`config.mk`:
```
export PLATFORM = sky130hd
export DESIGN_NAME = mdio_master
export DESIGN_NICKNAME = d
export VERILOG_FILES = /design/src/rtl/mdio_pkg.sv /design/src/rtl/mdio_clk_div.sv /design/src/rtl/mdio_seq.sv /design/src/rtl/mdio_master.sv
export SDC_FILE = /design/constraint.sdc
export NUM_CORES = 1
export LEC_CHECK = 0
export BUFFER_PORTS_ARGS = -buffer_cell sky130_fd_sc_hd__buf_4
export CORE_MARGIN = 1.5
export CORE_UTILIZATION = 50
export CTS_BUF_LIST = sky130_fd_sc_hd__clkbuf_8
export DETAILED_ROUTE_END_ITERATION = 8
export GPL_TIMING_DRIVEN = 0
export PLACE_DENSITY = 0.75
export SLEW_MARGIN = 20
export SYNTH_ARGS = -nofsm -noshare
export SYNTH_HDL_FRONTEND = slang
export SYNTH_SLANG_ARGS = --single-unit
export TNS_END_PERCENT = 100
```
`constraint.sdc`:
```
create_clock -name clk -period 2.3 [get_ports clk]
set_clock_uncertainty 0.05 [all_clocks]
set_input_delay 0.115 -clock clk [delete_from_list [all_inputs] [get_ports clk]]
set_output_delay 0.115 -clock clk [all_outputs]
set_load 0.01 [all_outputs]
```
`src/rtl/mdio_pkg.sv`:
```
package mdio_pkg;
  localparam int CMD_W    = 32;
  localparam int DATA_W   = 16;
  localparam int PRE_BITS = 32;
  localparam int FRAME_BITS = PRE_BITS + CMD_W;
  localparam int IDX_W    = $clog2(FRAME_BITS);
  // frame bit (after preamble) where the read turnaround starts
  localparam int TA_POS   = 14;
  localparam int DATA_POS = TA_POS + 2;
  localparam logic [1:0] OP_READ = 2'b10;

  typedef enum logic [1:0] {
    RA_CTRL   = 2'd0,
    RA_CMD    = 2'd1,
    RA_STATUS = 2'd2
  } reg_sel_e;
endpackage

```
`src/rtl/mdio_clk_div.sv`:
```
module mdio_clk_div #(
  parameter int DIV_W = 8
) (
  input  logic             clk,
  input  logic             rst_n,
  input  logic             run,
  input  logic [DIV_W-1:0] div,
  output logic             tick
);
  logic [DIV_W-1:0] cnt;

  assign tick = run && (cnt == div);

  always_ff @(posedge clk or negedge rst_n) begin
    if (!rst_n)            cnt <= '0;
    else if (!run || tick) cnt <= '0;
    else                   cnt <= cnt + 1'b1;
  end


  tick_gap_chk: assert property (@(posedge clk) disable iff (!rst_n)
    (tick && run && div != '0) |=> !tick);
endmodule

```
`src/rtl/mdio_seq.sv`:
```
module mdio_seq
  import mdio_pkg::*;
(
  input  logic             clk,
  input  logic             rst_n,
  input  logic             start,
  input  logic             tick,
  output logic             busy,
  output logic             mdc,
  output logic             rise,
  output logic [IDX_W-1:0] bit_idx
);
  logic phase_hi;

  assign rise = tick && !phase_hi;

  always_ff @(posedge clk or negedge rst_n) begin
    if (!rst_n) begin
      busy     <= 1'b0;
      mdc      <= 1'b0;
      phase_hi <= 1'b0;
      bit_idx  <= '0;
    end else if (start && !busy) begin
      busy     <= 1'b1;
      mdc      <= 1'b0;
      phase_hi <= 1'b0;
      bit_idx  <= '0;
    end else if (busy && tick) begin
      if (!phase_hi) begin
        phase_hi <= 1'b1;
        mdc      <= 1'b1;
      end else begin
        phase_hi <= 1'b0;
        mdc      <= 1'b0;
        if (bit_idx == IDX_W'(FRAME_BITS - 1)) busy <= 1'b0;
        else                                   bit_idx <= bit_idx + 1'b1;
      end
    end
  end


  idle_mdc_low_chk: assert property (@(posedge clk) disable iff (!rst_n)
    !busy |-> !mdc);


  frame_end_chk: assert property (@(posedge clk) disable iff (!rst_n)
    $fell(busy) |-> ($past(bit_idx) == IDX_W'(FRAME_BITS - 1)) && $fell(mdc));
endmodule

```
`src/rtl/mdio_master.sv`:
```
module mdio_master
  import mdio_pkg::*;
#(
  parameter int DIV_W = 8
) (
  input  logic        clk,
  input  logic        rst_n,
  input  logic [1:0]  reg_addr,
  input  logic        reg_wr,
  input  logic [31:0] reg_wdata,
  output logic [31:0] reg_rdata,
  output logic        mdc,
  output logic        mdio_o,
  output logic        mdio_oe,
  input  logic        mdio_i
);
  localparam int DIV_LSB = 8;

  logic             port_en;
  logic [DIV_W-1:0] div_q;
  logic [CMD_W-1:0] cmd_q;
  logic             busy, tick, rise, start;
  logic [IDX_W-1:0] bit_idx;
  logic [4:0]       cmd_pos;
  logic             in_cmd, is_read, released, drive_bit;

  assign start   = reg_wr && (reg_addr == RA_CMD) && port_en && !busy;
  assign is_read = (cmd_q[29:28] == OP_READ);

  always_ff @(posedge clk or negedge rst_n) begin
    if (!rst_n) begin
      port_en <= 1'b0;
      div_q   <= '0;
    end else if (reg_wr && reg_addr == RA_CTRL) begin
      port_en <= reg_wdata[0];
      div_q   <= reg_wdata[DIV_LSB +: DIV_W];
    end
  end

  always_ff @(posedge clk or negedge rst_n) begin
    if (!rst_n)
      cmd_q <= '0;
    else if (reg_wr && reg_addr == RA_CMD && !busy)
      cmd_q <= reg_wdata;
    else if (busy && rise && is_read && bit_idx >= IDX_W'(PRE_BITS + DATA_POS))
      cmd_q[DATA_W-1:0] <= {cmd_q[DATA_W-2:0], mdio_i};
  end

  mdio_clk_div #(.DIV_W(DIV_W)) u_div (
    .clk(clk), .rst_n(rst_n), .run(busy), .div(div_q), .tick(tick)
  );

  mdio_seq u_seq (
    .clk(clk), .rst_n(rst_n), .start(start), .tick(tick),
    .busy(busy), .mdc(mdc), .rise(rise), .bit_idx(bit_idx)
  );

  // serial output: preamble ones, then command word MSB first
  assign in_cmd    = bit_idx[IDX_W-1];
  assign cmd_pos   = bit_idx[4:0];
  assign released  = is_read && in_cmd && (cmd_pos >= 5'(TA_POS));
  assign drive_bit = in_cmd ? cmd_q[~cmd_pos] : 1'b1;
  assign mdio_oe   = busy && !released;
  assign mdio_o    = mdio_oe ? drive_bit : 1'b1;

  always_comb begin
    reg_rdata = '0;
    case (reg_addr)
      RA_CTRL:   reg_rdata = {16'd0, 8'(div_q), 7'd0, port_en};
      RA_CMD:    reg_rdata = cmd_q;
      RA_STATUS: reg_rdata = {31'd0, !busy};
      default:   reg_rdata = '0;
    endcase
  end


  busy_cmd_hold_chk: assert property (@(posedge clk) disable iff (!rst_n)
    (busy && $past(busy)) |-> cmd_q[31:16] == $past(cmd_q[31:16]));


  fall_edge_change_chk: assert property (@(posedge clk) disable iff (!rst_n)
    (mdio_oe && $past(mdio_oe) && mdio_o != $past(mdio_o)) |-> $fell(mdc));


  done_drop_chk: assert property (@(posedge clk) disable iff (!rst_n)
    start |=> reg_addr != RA_STATUS || reg_rdata[0] == 1'b0);


  disabled_quiet_chk: assert property (@(posedge clk) disable iff (!rst_n)
    (!port_en && !busy) |=> !mdio_oe);
endmodule

```
==> results of run 1 <==
==> cell usage after synthesis, types with 2 or more instances <==
| library cell | number | area share |
|---|---|---|
| nor2_1 | 20 | 0.024 |
| o221ai_1 | 2 | 0.0056 |
| a21o_1 | 6 | 0.014 |
| nand3_1 | 4 | 0.0063 |
| a21oi_1 | 7 | 0.011 |
| nand4_1 | 2 | 0.0040 |
| mux2_2 | 28 | 0.10 |
| nand2_1 | 21 | 0.025 |
| ha_1 | 2 | 0.0079 |
| or4_1 | 4 | 0.0095 |
| a22o_1 | 6 | 0.017 |
| clkbuf_1 | 11 | 0.013 |
| nor4_2 | 2 | 0.0079 |
| mux4_2 | 6 | 0.043 |
| inv_1 | 4 | 0.0048 |
| dfrtp_1 | 57 | 0.45 |
| buf_4 | 2 | 0.0048 |
| xnor2_1 | 4 | 0.011 |
| o21ai_0 | 12 | 0.019 |
| and2_1 | 25 | 0.050 |
| and3_1 | 2 | 0.0040 |
| o31ai_1 | 5 | 0.012 |
| xor2_1 | 11 | 0.031 |
| and3_2 | 2 | 0.0048 |
| mux2i_1 | 20 | 0.063 |
| buf_2 | 5 | 0.0079 |
| nand3b_1 | 3 | 0.0071 |
==> tightest hold or removal path, cell delays in order <==
cell and delay [ns]:
buf_4 0.08, a22o_1 0.12, a21o_1 0.07
==> per-layer routing <==
layer,part of all wire,global-route usage,up-vias
met3,0.059,0.07033,16
met4,0.016,0.08814,0
met2,0.51,0.4780,98
met5,0,0,-
li1,-,-,1262
met1,0.41,0.3253,1288
==> final cells by class <==
class / instances / area (um2)
Fill cell: 443 / 1723
Multi-Input combinational cell: 209 / 1617
Sequential cell: 57 / 1429
Timing Repair Buffer: 102 / 835.8
Clock buffer: 11 / 151.4
Buffer: 19 / 103.9
Tap cell: 75 / 93.84
Clock inverter: 5 / 22.52
Inverter: 4 / 15.01
==> timing repair <==
item	CTS	global route
endpoints found under the hold margin	92	0
gates resized for setup	6	2
setup buffers	1	1
endpoints found under the setup margin	1	1
hold buffers	28	0
==> cell families after synthesis <==
kind of cell | after synthesis | synth area share
buf+inv | 24 | 0.03530
fa+ha+maj | 2 | 0.007932
xor+xnor | 15 | 0.04165
simple gates | 93 | 0.1607
compound gates | 45 | 0.09600
mux | 54 | 0.2063
flops | 57 | 0.4522
==> metrics by stage <==
step | std cells | total power [mW]
after floorplan | 290 | 2.871
after global placement | 437 | 3.428
after detailed placement | 437 | 3.496
after CTS | 481 | 4.408
after global routing | 482 | 4.734
final | 482 | 4.431
==> path summary, 6_finish.rpt <==
check                                             start                           end  slack, ns
max                        u_seq.bit_idx[1]$_DFFE_PN0P_                        mdio_o       0.08
min                                        reg_wdata[5]          cmd_q[5]$_DFFE_PN0P_       0.02
max reg2reg                        div_q[1]$_DFFE_PN0P_         cmd_q[15]$_DFFE_PN0P_       0.15
min reg2reg                      u_div.cnt[0]$_DFF_PN0_        u_div.cnt[0]$_DFF_PN0_       0.47
max in group asynchronous                         rst_n  u_seq.bit_idx[1]$_DFFE_PN0P_       1.35
min in group asynchronous                         rst_n         cmd_q[25]$_DFFE_PN0P_       0.31
==> registers in the layout, summed over array words and instances (netlist names) <==
signal         cells
u_seq.bit_idx      6
u_seq.mdc          1
div_q              8
u_div.cnt          8
u_seq.busy         1
port_en            1
cmd_q             32
==> placed cells by master, fill, tap and decap left out, types with 2 or more instances in the layout <==
cell	synthesis	final
buf_4	2	77
dfrtp_1	57	55
mux2_2	28	28
dlygate4sd3_1	0	28
and2_1	25	25
nand2_1	21	21
mux2i_1	20	20
nor2_1	20	20
o21ai_0	12	12
xor2_1	11	11
clkbuf_8	0	11
clkbuf_1	11	9
a21oi_1	7	7
mux4_2	6	6
inv_1	4	6
a22o_1	6	6
a21o_1	6	6
buf_2	5	5
o31ai_1	5	5
nand3_1	4	4
xnor2_1	4	4
or4_1	4	4
nand3b_1	3	3
clkinv_2	0	3
nor4_2	2	2
and3_2	2	2
and3_1	2	2
buf_6	1	2
o221ai_1	2	2
nand4_1	2	2
ha_1	2	2
dfrtp_2	0	2
==> where the power goes <==
part           internal (mW)  leakage (nW)  switching [mW]  total (mW)
logic                  0.975          1.22           0.819        1.79
clock network          0.436         0.101           0.404       0.840
registers               1.39         0.688           0.403        1.80
==> flow_metrics.tcl, run 1 <==
set metrics [dict create \
    status "finished clean" \
    critPathMaxStageDelay_ns 0.44 \
    syn_avg_cell_area_um2 10.88 \
    overflow 0 \
    cpMostUsedCell "buf_4" \
    firstDrtPassIters 4 \
    grtUsageTotal 0.2729 \
    syn-cell-area_um2 3154 \
    period_share 0.9635 \
    grt_pass1_vias 2788 \
    ys_warn_count 0 \
    worstSetupPathDepth 6 \
    avgViaCountPerCell 5.527 \
    fin_tns_setup_ns 0 \
    pre_cts_ws_ns -0.2509 \
    drt_iter0_drc 185 \
    required_ns 2.13 \
    worstMarginPinSlew_ns 0.7301 \
    grt_pass1_wl_um 13450 \
    clk-insertion-delay-late_ns 0.34 \
    rsz0062_at_grt "no" \
    cts_buffer_depth 2 \
    synth.yosys.seq_area_share 0.4522 \
    crit_buf_inv 2 \
    setup_viol 0 \
    p_per_area_nw_per_um2 1038 \
    fp.dieH_um 82.43 \
    routed_wl_um 8186 \
    placementRows 28 \
    synth_edf_count 0 \
    holdWs_ns 0.01757 \
    final_util 0.7124 \
    fmax_ghz 0.4513 \
    slowest_stage "dfrtp_2" \
    cts.sinks 57 \
    dpl.hpwl_um 5579 \
    peakVddDrop_uv 638.4 \
    io_buffer_count 72 \
    grt_max_degree 58 \
    antenna_found_initial 0 \
    synth_ff_type "dfrtp_1" \
    dpl_cell_area_um2 3789 \
    core_area_um2 5991 \
    cts_max_level 3 \
    power_leakage_nw 2.012 \
    start_util 0.5265 \
    setup_ws_ns 0.08400 \
    ys_seq_elements 57 \
    rr_worst_depth 7 \
    crit_chain "buf_4 > mux4_2 > mux2i_1 > nor2_1 > o41a_1 > buf_4" \
    critPathLaunchType "flip-flop" \
    drive_gt1_frac 0.3415 \
    cts_tree "done" \
    io_pins 73 \
    die_area_um2 6794 \
    gp_congestion 0.8502 \
    hold_violations 0 \
    cp_max_fo 10 \
    slew_violations 0 \
    hold_depth 3 \
    drc_errors 0 \
    period_needed_ns 2.216 \
    slew-limit-headroom 0.5132 \
    endpoint_kind "output pin" \
    path_delay_family "multiplexers" \
    crit_type "flip-flop to output pin" \
    die_x_um 82.43 \
    postLayoutCellArea_um2 4268 \
    arrival_ns 2.05 \
    synth_nets 330 \
    wl_per_cell_um 16.98 \
    detail-route-antenna-nets 0 \
    root_buffer "clkbuf_8" \
    cap_violations 0 \
    path_clk_slew_ns 0.07 \
    syn_inst 290 \
    ys_types 44 \
    insertedDiodeCount 0 \
    hold_path.class "primary input to flip-flop" \
    cts_buffers 9 \
    async_flop_share 1.000 \
    syn2layout_area_growth_pct 35.30 \
    layout.nets 442 \
    vias 2664 \
]
(Power assumes the default switching activity.)
==> inputs of run 2 (changes only) <==
==> constraint.sdc (replaced) <==
create_clock -name clk -period 2.3 [get_ports clk]
set_clock_uncertainty 0.05 [all_clocks]
set_input_delay 0 -clock clk [delete_from_list [all_inputs] [get_ports clk]]
set_output_delay 0 -clock clk [all_outputs]
set_load 0.01 [all_outputs]
==> run 2 against run 1 <==
Compared with the run above:
- setup slack gained 0.059 ns
- first-iteration DRC count shrank 17%
- non-clock buffer count grew 5
- combinational power is essentially flat
- count of clock-buffer cells in the layout is the same
- sequential power is essentially flat
- utilization grew 0.81 points
- clock power shrank 0.7%
- final cell count grew 1.0%
- largest cell class unchanged
- largest power group unchanged
- highest routed layer unchanged
==> flow_metrics.tcl, run 2 (synthesis gave the netlist of run 1 again) <==
set metrics [dict create \
    power_leakage_nw 2.031 \
    grt_max_degree 58 \
    drive_gt1_frac 0.3350 \
    crit_type "flip-flop to flip-flop" \
    cp_max_fo 10 \
    reg.largest.list "cmd_q (32), div_q (8), u_div.cnt (8)" \
    cts_tree "done" \
    grtUsageTotal 0.2758 \
    gp_congestion 0.8502 \
    peakVddDrop_uv 639.3 \
    comb_power_share 0.403 \
    required_ns 2.45 \
    path_clk_slew_ns 0.07 \
    p_per_area_nw_per_um2 1023 \
    root_buffer "clkbuf_8" \
    seqPwrFrac 0.409 \
    final_common_cell "buf_4" \
    setup_viol 0 \
    rsz0062_at_grt "no" \
    drt_iter0_drc 153 \
    fillers 440 \
    cap_violations 0 \
    cts.sinks 57 \
    cts_buffers 9 \
    arrival_ns 2.30 \
    grt_pass1_vias 2821 \
    slew_violations 0 \
    antenna_found_initial 0 \
    clk-insertion-delay-late_ns 0.34 \
    vias 2696 \
    final_cell_mix "76 x buf_4, 55 x dfrtp_1, 34 x dlygate4sd3_1, 28 x mux2_2, 25 x and2_1" \
    critPathLaunchType "flip-flop" \
    hold_path.class "primary input to asynchronous set/reset pin" \
    avgViaCountPerCell 5.536 \
    io_pins 73 \
    p_clk_frac 0.189 \
    insertedDiodeCount 0 \
    drc_errors 0 \
    hold_violations 0 \
    holdWs_ns 0.2001 \
    routed_wl_um 8340 \
    status "finished clean" \
    largest_reg_flops 32 \
    period_needed_ns 2.157 \
    overflow 0 \
    fp.dieH_um 82.43 \
    die_x_um 82.43 \
    io_buffer_count 72 \
    endpoint_kind "flip-flop" \
    cts_buffer_depth 2 \
    start_util 0.5265 \
    detail-route-antenna-nets 0 \
    internal_power_mw 2.795 \
    dpl.hpwl_um 5579 \
    core_area_um2 5991 \
    period_share 0.9377 \
    slew-limit-headroom 0.5166 \
    switching_share 0.3671 \
    wl_per_cell_um 17.13 \
    grt_pass1_wl_um 13590 \
    fmax_ghz 0.4637 \
    placementRows 28 \
    p_switching_mw 1.621 \
    die_area_um2 6794 \
    firstDrtPassIters 4 \
    largest-register "cmd_q" \
    fin_tns_setup_ns 0 \
    cts_max_level 3 \
    syn2layout_area_growth_pct 36.85 \
    worstMarginPinSlew_ns 0.7252 \
    layout.nets 447 \
]
-- run 2: cell count changes in the layout (fill, tap and decap cells not counted) --
| cell | previous run | this run |
|---|---|---|
| dlygate4sd3_1 | 28 | 34 |
| buf_4 | 77 | 76 |
| buf_6 | 2 | 1 |
| clkbuf_4 | 0 | 1 |
-- run 2: what timing repair did --
| action | in CTS | in global routing |
|---|---|---|
| endpoints found under the hold margin | 98 | 0 |
| gates resized for setup | 5 | 1 |
| hold buffers | 34 | 0 |
| endpoints found under the setup margin | 1 | 1 |
| buffers inserted | 0 | 1 |
-- run 2: metrics by stage --
stage / setup WS, ns / power [mW] / area [um2] / instances / utilization
floorplan: 0.3660 / 2.871 / 3154 / 290 / -
CTS: 0.03523 / 4.400 / 4308 / 486 / 0.7191
finish: 0.1433 / 4.416 / 4317 / 487 / 0.7206
global placement: -0.1048 / 3.428 / 3789 / 437 / 0.6324
detailed placement: -0.1359 / 3.496 / 3789 / 437 / 0.6324
global route: 0.01520 / 4.721 / 4317 / 487 / 0.7206
-- run 2: layout make-up --
| class | instances | area (um2) | area share |
|---|---|---|---|
| Multi-Input combinational cell | 209 | 1617 | 0.3745 |
| Sequential cell | 57 | 1429 | 0.3310 |
| Timing Repair Buffer | 107 | 888.4 | 0.2058 |
| Clock buffer | 11 | 151.4 | 0.03507 |
| Buffer | 19 | 100.1 | 0.02319 |
| Tap cell | 75 | 93.84 | 0.02174 |
| Clock inverter | 5 | 22.52 | 0.005217 |
| Inverter | 4 | 15.01 | 0.003478 |
-- run 2: worst paths after layout --
kind                                        start                      endpoint  slack [ns]  cells past startpoint
max                          div_q[1]$_DFFE_PN0P_         cmd_q[14]$_DFFE_PN0P_        0.14                      7
min                                         rst_n         cmd_q[25]$_DFFE_PN0P_        0.20                      2
max reg2reg                  div_q[1]$_DFFE_PN0P_         cmd_q[14]$_DFFE_PN0P_        0.14                      7
min reg2reg                u_div.cnt[0]$_DFF_PN0_        u_div.cnt[0]$_DFF_PN0_        0.47                      1
max in group asynchronous                   rst_n  u_seq.bit_idx[1]$_DFFE_PN0P_        1.46                      2
min in group clk                           reg_wr          cmd_q[5]$_DFFE_PN0P_        0.29                      5
-- run 2: power groups by stage --
stage               clock network, mW  registers (mW)  logic [mW]
floorplan                           0            1.67        1.20
global placement                    0            1.78        1.64
detailed placement                  0            1.80        1.70
CTS                             0.848            1.81        1.74
global route                    0.902            1.87        1.95
finish                          0.834            1.80        1.78
-- run 2: per-layer routing --
| metal | vias to the layer above | GRT usage | wire length (um) | share of wire |
|---|---|---|---|---|
| met1 | 1310 | 0.3272 | 3447 | 0.41 |
| met2 | 106 | 0.4821 | 4280 | 0.51 |
| met4 | 0 | 0.09492 | 125 | 0.015 |
| li1 | 1267 | - | - | - |
| met5 | - | 0 | 0 | 0 |
| met3 | 13 | 0.07143 | 487 | 0.058 |
-- run 2: critical path, stage by stage (launching register included) --
cell	delay, ns
dfrtp_1	0.43
xor2_1	0.19
nor4_2	0.39
and3_2	0.25
buf_4	0.16
buf_4	0.21
mux2i_1	0.23
o21ai_0	0.10
